`config.mk`:
```
export PLATFORM = sky130hd
export DESIGN_NAME = clkoe_ctrl
export DESIGN_NICKNAME = d
export VERILOG_FILES = /design/src/rtl/clkoe_pkg.sv /design/src/rtl/clkoe_polarity.sv /design/src/rtl/clkoe_regs.sv /design/src/rtl/clkoe_sync.sv /design/src/rtl/clkoe_gate.sv /design/src/rtl/clkoe_ctrl.sv
export SDC_FILE = /design/constraint.sdc
export NUM_CORES = 1
export LEC_CHECK = 0
export ABC_AREA = 0
export BUFFER_PORTS_ARGS = -buffer_cell sky130_fd_sc_hd__buf_2
export CORE_UTILIZATION = 30
export DETAILED_ROUTE_END_ITERATION = 8
export PLACE_DENSITY = 0.63
export SLEW_MARGIN = 20
export SYNTH_ARGS = -nofsm -noshare
export SYNTH_HDL_FRONTEND = slang
export SYNTH_SLANG_ARGS = --single-unit
```
`constraint.sdc`:
```
create_clock -name clk_i -period 0.98 [get_ports clk_i]
set_clock_uncertainty 0.2 [all_clocks]
set_input_delay 0.147 -clock clk_i [delete_from_list [all_inputs] [get_ports clk_i]]
set_output_delay 0.147 -clock clk_i [all_outputs]
set_load 0.02 [all_outputs]
```
`src/rtl/clkoe_pkg.sv`:
```
package clkoe_pkg;
  localparam int unsigned NUM_PAIRS_DEF = 4;
  localparam int unsigned SYNC_DEF      = 2;

  typedef struct packed {
    logic stop;
    logic pdn;
  } halt_t;

  function automatic logic pin_used(input int unsigned mask, input int unsigned idx);
    return ((mask >> idx) & 1) != 0;
  endfunction
endpackage

```
`src/rtl/clkoe_polarity.sv`:
```
module clkoe_polarity
  import clkoe_pkg::*;
#(
  parameter int unsigned NP = NUM_PAIRS_DEF
) (
  input  logic [NP-1:0] oe_pin_i,
  input  logic          stop_pin_i,
  input  logic          pdn_pin_i,
  input  logic          inv_i,
  output logic [NP-1:0] oe_act_o,
  output halt_t         halt_o
);
  // inv_i = 0: enables active high, stop/pdn active low
  assign oe_act_o    = oe_pin_i ^ {NP{inv_i}};
  assign halt_o.stop = stop_pin_i ^ ~inv_i;
  assign halt_o.pdn  = pdn_pin_i ^ ~inv_i;
endmodule

```
`src/rtl/clkoe_regs.sv`:
```
module clkoe_regs #(
  parameter int unsigned NP = 4
) (
  input  logic          clk_i,
  input  logic          rst_ni,
  input  logic          pdn_i,
  input  logic          wr_i,
  input  logic [NP-1:0] wdata_i,
  output logic [NP-1:0] en_o
);
  logic [NP-1:0] en_q;

  always_ff @(posedge clk_i or negedge rst_ni) begin
    if (!rst_ni)            en_q <= '1;
    else if (wr_i && !pdn_i) en_q <= wdata_i;
  end

  assign en_o = en_q;

  AST_PDN_WR_BLOCKED: assert property (@(posedge clk_i) disable iff (!rst_ni)
    (wr_i && pdn_i) |=> $stable(en_q));
  AST_WR_LOADS: assert property (@(posedge clk_i) disable iff (!rst_ni)
    (wr_i && !pdn_i) |=> en_q == $past(wdata_i));
endmodule

```
`src/rtl/clkoe_sync.sv`:
```
module clkoe_sync #(
  parameter int unsigned WIDTH  = 4,
  parameter int unsigned STAGES = 2
) (
  input  logic             clk_i,
  input  logic             rst_ni,
  input  logic [WIDTH-1:0] d_i,
  output logic [WIDTH-1:0] q_o
);
  logic [WIDTH-1:0] chain_q [STAGES];

  for (genvar s = 0; s < STAGES; s++) begin : g_stage
    if (s == 0) begin : g_first
      always_ff @(posedge clk_i or negedge rst_ni) begin
        if (!rst_ni) chain_q[s] <= '0;
        else         chain_q[s] <= d_i;
      end
    end else begin : g_next
      always_ff @(posedge clk_i or negedge rst_ni) begin
        if (!rst_ni) chain_q[s] <= '0;
        else         chain_q[s] <= chain_q[s-1];
      end
    end
  end

  assign q_o = chain_q[STAGES-1];
endmodule

```
`src/rtl/clkoe_gate.sv`:
```
module clkoe_gate #(
  parameter int unsigned NP = 4
) (
  input  logic          clk_i,
  input  logic          rst_ni,
  input  logic [NP-1:0] req_i,
  output logic [NP-1:0] en_o,
  output logic [NP-1:0] clk_o
);
  logic [NP-1:0] en_q;

  for (genvar i = 0; i < NP; i++) begin : g_pair
    // capture in low phase only
    always_ff @(negedge clk_i or negedge rst_ni) begin
      if (!rst_ni) en_q[i] <= 1'b0;
      else         en_q[i] <= req_i[i];
    end
    assign clk_o[i] = clk_i & en_q[i];
  end

  assign en_o = en_q;

  // had en_q moved on the rising edge it would lag req_i here
  AST_LOW_PHASE_ALIGN: assert property (@(posedge clk_i) disable iff (!rst_ni)
    en_q == req_i);
endmodule

```
`src/rtl/clkoe_ctrl.sv`:
```
module clkoe_ctrl
  import clkoe_pkg::*;
#(
  parameter int unsigned NUM_PAIRS   = NUM_PAIRS_DEF,
  parameter int unsigned PIN_MASK    = 32'h9,
  parameter int unsigned SYNC_STAGES = SYNC_DEF
) (
  input  logic                 clk_i,
  input  logic                 rst_ni,
  input  logic [NUM_PAIRS-1:0] oe_pin_i,
  input  logic                 stop_pin_i,
  input  logic                 pdn_pin_i,
  input  logic                 inv_i,
  input  logic                 reg_wr_i,
  input  logic [NUM_PAIRS-1:0] reg_wdata_i,
  input  logic                 pll_mode_i,
  input  logic                 bw_sel_i,
  output logic [NUM_PAIRS-1:0] drv_en_o,
  output logic [NUM_PAIRS-1:0] clk_gated_o,
  output logic                 pll_mode_o,
  output logic                 bw_sel_o
);
  localparam int unsigned CW = $clog2(SYNC_STAGES + 1) + 1;

  logic [NUM_PAIRS-1:0] oe_act, reg_en, req, req_sync;
  halt_t                halt;

  clkoe_polarity #(.NP(NUM_PAIRS)) i_pol (
    .oe_pin_i  (oe_pin_i),
    .stop_pin_i(stop_pin_i),
    .pdn_pin_i (pdn_pin_i),
    .inv_i     (inv_i),
    .oe_act_o  (oe_act),
    .halt_o    (halt)
  );

  clkoe_regs #(.NP(NUM_PAIRS)) i_regs (
    .clk_i  (clk_i),
    .rst_ni (rst_ni),
    .pdn_i  (halt.pdn),
    .wr_i   (reg_wr_i),
    .wdata_i(reg_wdata_i),
    .en_o   (reg_en)
  );

  for (genvar i = 0; i < NUM_PAIRS; i++) begin : g_req
    if (pin_used(PIN_MASK, i)) begin : g_pin
      assign req[i] = reg_en[i] & oe_act[i] & ~halt.stop & ~halt.pdn;
    end else begin : g_nopin
      assign req[i] = reg_en[i] & ~halt.stop & ~halt.pdn;
    end
  end

  clkoe_sync #(.WIDTH(NUM_PAIRS), .STAGES(SYNC_STAGES)) i_sync (
    .clk_i (clk_i),
    .rst_ni(rst_ni),
    .d_i   (req),
    .q_o   (req_sync)
  );

  clkoe_gate #(.NP(NUM_PAIRS)) i_gate (
    .clk_i (clk_i),
    .rst_ni(rst_ni),
    .req_i (req_sync),
    .en_o  (drv_en_o),
    .clk_o (clk_gated_o)
  );

  assign pll_mode_o = pll_mode_i;
  assign bw_sel_o   = bw_sel_i;

  // consecutive halted rising edges, saturating
  logic [CW-1:0] halt_cnt_q;
  always_ff @(posedge clk_i or negedge rst_ni) begin
    if (!rst_ni)                          halt_cnt_q <= '0;
    else if (!(halt.stop || halt.pdn))    halt_cnt_q <= '0;
    else if (halt_cnt_q < CW'(SYNC_STAGES)) halt_cnt_q <= halt_cnt_q + 1'b1;
  end

  AST_HALT_ALL_OFF: assert property (@(posedge clk_i) disable iff (!rst_ni)
    (halt_cnt_q >= CW'(SYNC_STAGES)) |-> drv_en_o == '0);
endmodule

```
Word-level counts from Yosys, hierarchy flattened
Index checks and enable logic that the tools add are counted.
{"block": "op_classes", "add_sub_neg": 0, "multipliers": 0, "div_mod_pow": 0, "n_lt_le_gt_ge": 0, "eq_ne": 0, "shifts": 0, "n_mux": 0, "n_bitwise": 20, "reduce_logical": 2}
{"operator": "AND 1 bit", "n": 14}
{"operator": "XOR 4 bit", "n": 1}
{"operator": "NOT 1 bit", "n": 3}
{"operator": "XOR 1 bit", "n": 2}
{"operator": "logical AND 1 bit", "n": 1}
{"operator": "logical NOT 1 bit", "n": 1}
{"block": "word_totals", "reg_bits": 16, "latch_bits": 0, "ramBits": 0, "rom_bits": 0, "inputBits": 16, "output_inout_bits": 10, "wordCells": 29, "mem_count": 0}

Logic depth before layout (Yosys ltp)
{"block": "logic_depth", "depth_word": 5, "ltp_mapped": 3, "ltp_nobuf": 3}

Modules after synthesis
From an unflattened synthesis, not the netlist that was laid out.
{"block": "hier_totals", "hier_cells": 42, "area_unflattened_um2": 653.1}
{"module": "clkoe_sync", "instances": 1, "cells_each": 12, "area_each_um2": 230.2, "seq_area_each_um2": 200.2}
{"module": "clkoe_regs", "instances": 1, "cells_each": 9, "area_each_um2": 178.9, "seq_area_each_um2": 105.1}
{"module": "clkoe_gate", "instances": 1, "cells_each": 8, "area_each_um2": 125.1, "seq_area_each_um2": 100.1}
{"module": "clkoe_polarity", "instances": 1, "cells_each": 7, "area_each_um2": 63.8, "seq_area_each_um2": 0.0}
{"module": "clkoe_ctrl", "instances": 1, "cells_each": 6, "area_each_um2": 55.1, "seq_area_each_um2": 0.0}

==> flow_summary.ini <==
[routing]
drt_wl_total_um = 887
route.detailed.vias_per_inst = 4.18
firstDrtPassIters = 3
initialDrtViolationCount = 1
via_count = 393
detail-route-antenna-nets = 0
post-route-drc-count = 0
avgRoutedWirePerCell_um = 9.44

[critical_path]
r2r-start = i_sync.q_o[3]$_DFF_PN0_
worst_path_cell_with_the_longest_stage_delay = sky130_fd_sc_hd__dfrtn_1
crit_path_start_kind = register
timing.critical_path.cells = and2_4, buf_6
critical_path.reg2reg.endpoint = i_gate.en_o[3]$_DFF_NN0_
timing.critical_path.fanout_max = 2
timing.critical_path.arrival_ns = 1.53
required_ns = 0.63
cpPeakStageDelay_ns = 0.41
worstSetupPathType = reg -> out
ff2ff_path_depth = 0
rrSetupSlack_ns = -0.21
critPathCaptureType = primary output

[yosys]
synth_top_cell_area_share_pct = 35.2
syn-cell-area_um2 = 568
synth-async-reset-ratio_pct = 100
post_synth_most_frequent_cells = sky130_fd_sc_hd__and2_1 (8), sky130_fd_sc_hd__dfrtp_1 (8), sky130_fd_sc_hd__dfrtn_1 (4), sky130_fd_sc_hd__dfstp_2 (4), sky130_fd_sc_hd__mux2_2 (4)
synth.top_cells.by_area = sky130_fd_sc_hd__dfrtp_1 (35%), sky130_fd_sc_hd__dfstp_2 (19%), sky130_fd_sc_hd__dfrtn_1 (18%)
syn_nets = 53
synth-seq-cells = 16
yosysTopAreaCell = sky130_fd_sc_hd__dfrtp_1
yosysSeqAreaShare_pct = 71.4
synth-edff-count = 0
yosys.cell_types.count = 11
dominant_register_cell_in_the_synthesized_netlist = sky130_fd_sc_hd__dfrtp_1
syn-mean-instance-area_um2 = 15.4
syn-instance-count = 37
ys.warnings.count = 0

[timing]
setup_repair_after_global_routing_missed_its_margin = yes
finalHoldViolCount = 5
slew_headroom_pct = 89.7
fin_worst_hold_slack_ns = -0.00961
fin_ws_ns = -0.896
timing_worst_slew_pin_value_ns = 0.154
slew_violations = 0
setup_viol_count_final = 16

[grt]
gr-usage-all-layers_pct = 11.9
grt_max_degree = 9
grt_first_pass_wirelength_mm = 1.47
globalRoute.totalOverflow = 0
antenna_found_initial = 0
vias_in_the_first_global_route = 462

[layout]
n_fill_cell = 159
post_route_cells_drive_above_1_share_pct = 59.4
instances_no_fill = 94
finalNetCount = 87
antennaDiodeCount = 0
areaGrowthSynthToFinish_pct = 54.2

[clock_tree]
ctsHoldBuffers = 7
worst_skew_pair.late_latency_ns = 0.38
clock_tree_from_tritoncts = built
clk_pin_slew_worst_paths_ns = 0.08

[pwr]
power_density_nw_per_um2 = 1860
cellLeakagePower_nw = 0.459
irDropWorstVdd_mv = 0.721

[die]
ioPinCount = 26
floorplan.die.width_um = 45.5
number_of_placement_rows = 15
chip_height_um = 45.5
floorplan.die_area_um2 = 2070
coreArea_um2 = 1750
floorplan.initialDensity_pct = 32.5

[placement]
preCtsSetupSlack_ns = -0.510
place_congestion = 0.684
port_buffers = 19
placed_cells = 81

[worst_hold_path]
hp-start = reg_wr_i
whs_path_depth = 3
holdCritPathClass = in -> reg
timing.hold.worst_endpoint = i_regs.en_o[2]$_DFFE_PN1P_

[outcome]
status = finished, violations left
failed_checks = hold timing, setup timing

[job]
max-cap-violations = 0
==> critical path, delay by kind of cell, from the launching register on <==
family,cells,cell delay (ns)
AND/OR/NAND/NOR,1,0.14
buffers and inverters,1,0.10
flip-flops,1,0.41
==> cell type report <==
type / count / area, µm² / area share (%)
clock buffers: 11 / 97.6 / 11.1
multi-input cells: 19 / 178 / 20.3
flip-flops and latches: 16 / 405 / 46.3
well taps: 25 / 31.3 / 3.57
repair buffers: 23 / 164 / 18.7
==> how the worst max path moves through the flow <==
stage,startpoint,end
after floorplan,i_gate.en_o[0]$_DFF_NN0_,clk_gated_o[0]
after global placement,i_gate.en_o[2]$_DFF_NN0_,clk_gated_o[2]
after detailed placement,i_gate.en_o[2]$_DFF_NN0_,clk_gated_o[2]
after CTS,i_gate.en_o[2]$_DFF_NN0_,clk_gated_o[2]
after global routing,i_gate.en_o[0]$_DFF_NN0_,clk_gated_o[0]
final,i_gate.en_o[2]$_DFF_NN0_,clk_gated_o[2]
==> cells in the final DEF, fill, tap and decap left out, drive strengths merged <==
master,synthesis,layout
mux2,4,4
mux2i,2,2
dlygate4sd3,0,7
xor2,1,1
and2,8,8
nand3b,1,1
clkbuf,0,7
dfstp,4,4
or3b,1,1
dfrtp,8,8
dfrtn,4,4
nand2,2,2
buf,2,20
==> through the flow <==
| step | utilization (%) | power, mW | setup TNS [ns] | instance area (µm²) |
|---|---|---|---|---|
| floorplan | - | 0.945 | -4.54 | 598 |
| global placement | 41.5 | 1.01 | -5.66 | 724 |
| detailed placement | 41.5 | 1.02 | -5.80 | 724 |
| CTS | 50.0 | 1.67 | -7.70 | 872 |
| global route | 50.2 | 1.73 | -8.04 | 876 |
| finish | 50.2 | 1.63 | -7.68 | 876 |
==> state kept, by name (all words and copies together) (netlist names) <==
register        count
i_gate.en_o         4
i_regs.en_o         4
i_sync.chain_q      4
i_sync.q_o          4
==> repair_timing <==
action,CTS,global route
resized for setup,8,2
setup endpoints to repair,16,18
hold endpoints to repair,24,5
pin swaps,4,1
buffers inserted,0,1
==> layer usage <==
metal	global-route usage (%)	share of wire, %
met1	9.18	39
met2	16.9	50
met3	5.95	8.7
met4	19.4	1.9
met5	0	0
==> cells by family (layout without fill, tap and decap cells) <==
logic type | count (synthesis) | after routing | share of synthesized area [%]
multiplexers | 6 | 6 | 11.5
AND/OR/NAND/NOR | 12 | 12 | 13.0
flip-flops | 16 | 16 | 71.4
XOR/XNOR | 1 | 1 | 1.54
buffers and inverters | 2 | 34 | 2.64
==> power by group <==
group / leakage [nW] / total (mW) / internal [mW] / switching, mW
Sequential: 0.205 / 0.774 / 0.749 / 0.0251
Combinational: 0.179 / 0.175 / 0.109 / 0.0660
Clock: 0.0744 / 0.683 / 0.386 / 0.297
No activity file was read; power rests on OpenSTA's default activity.
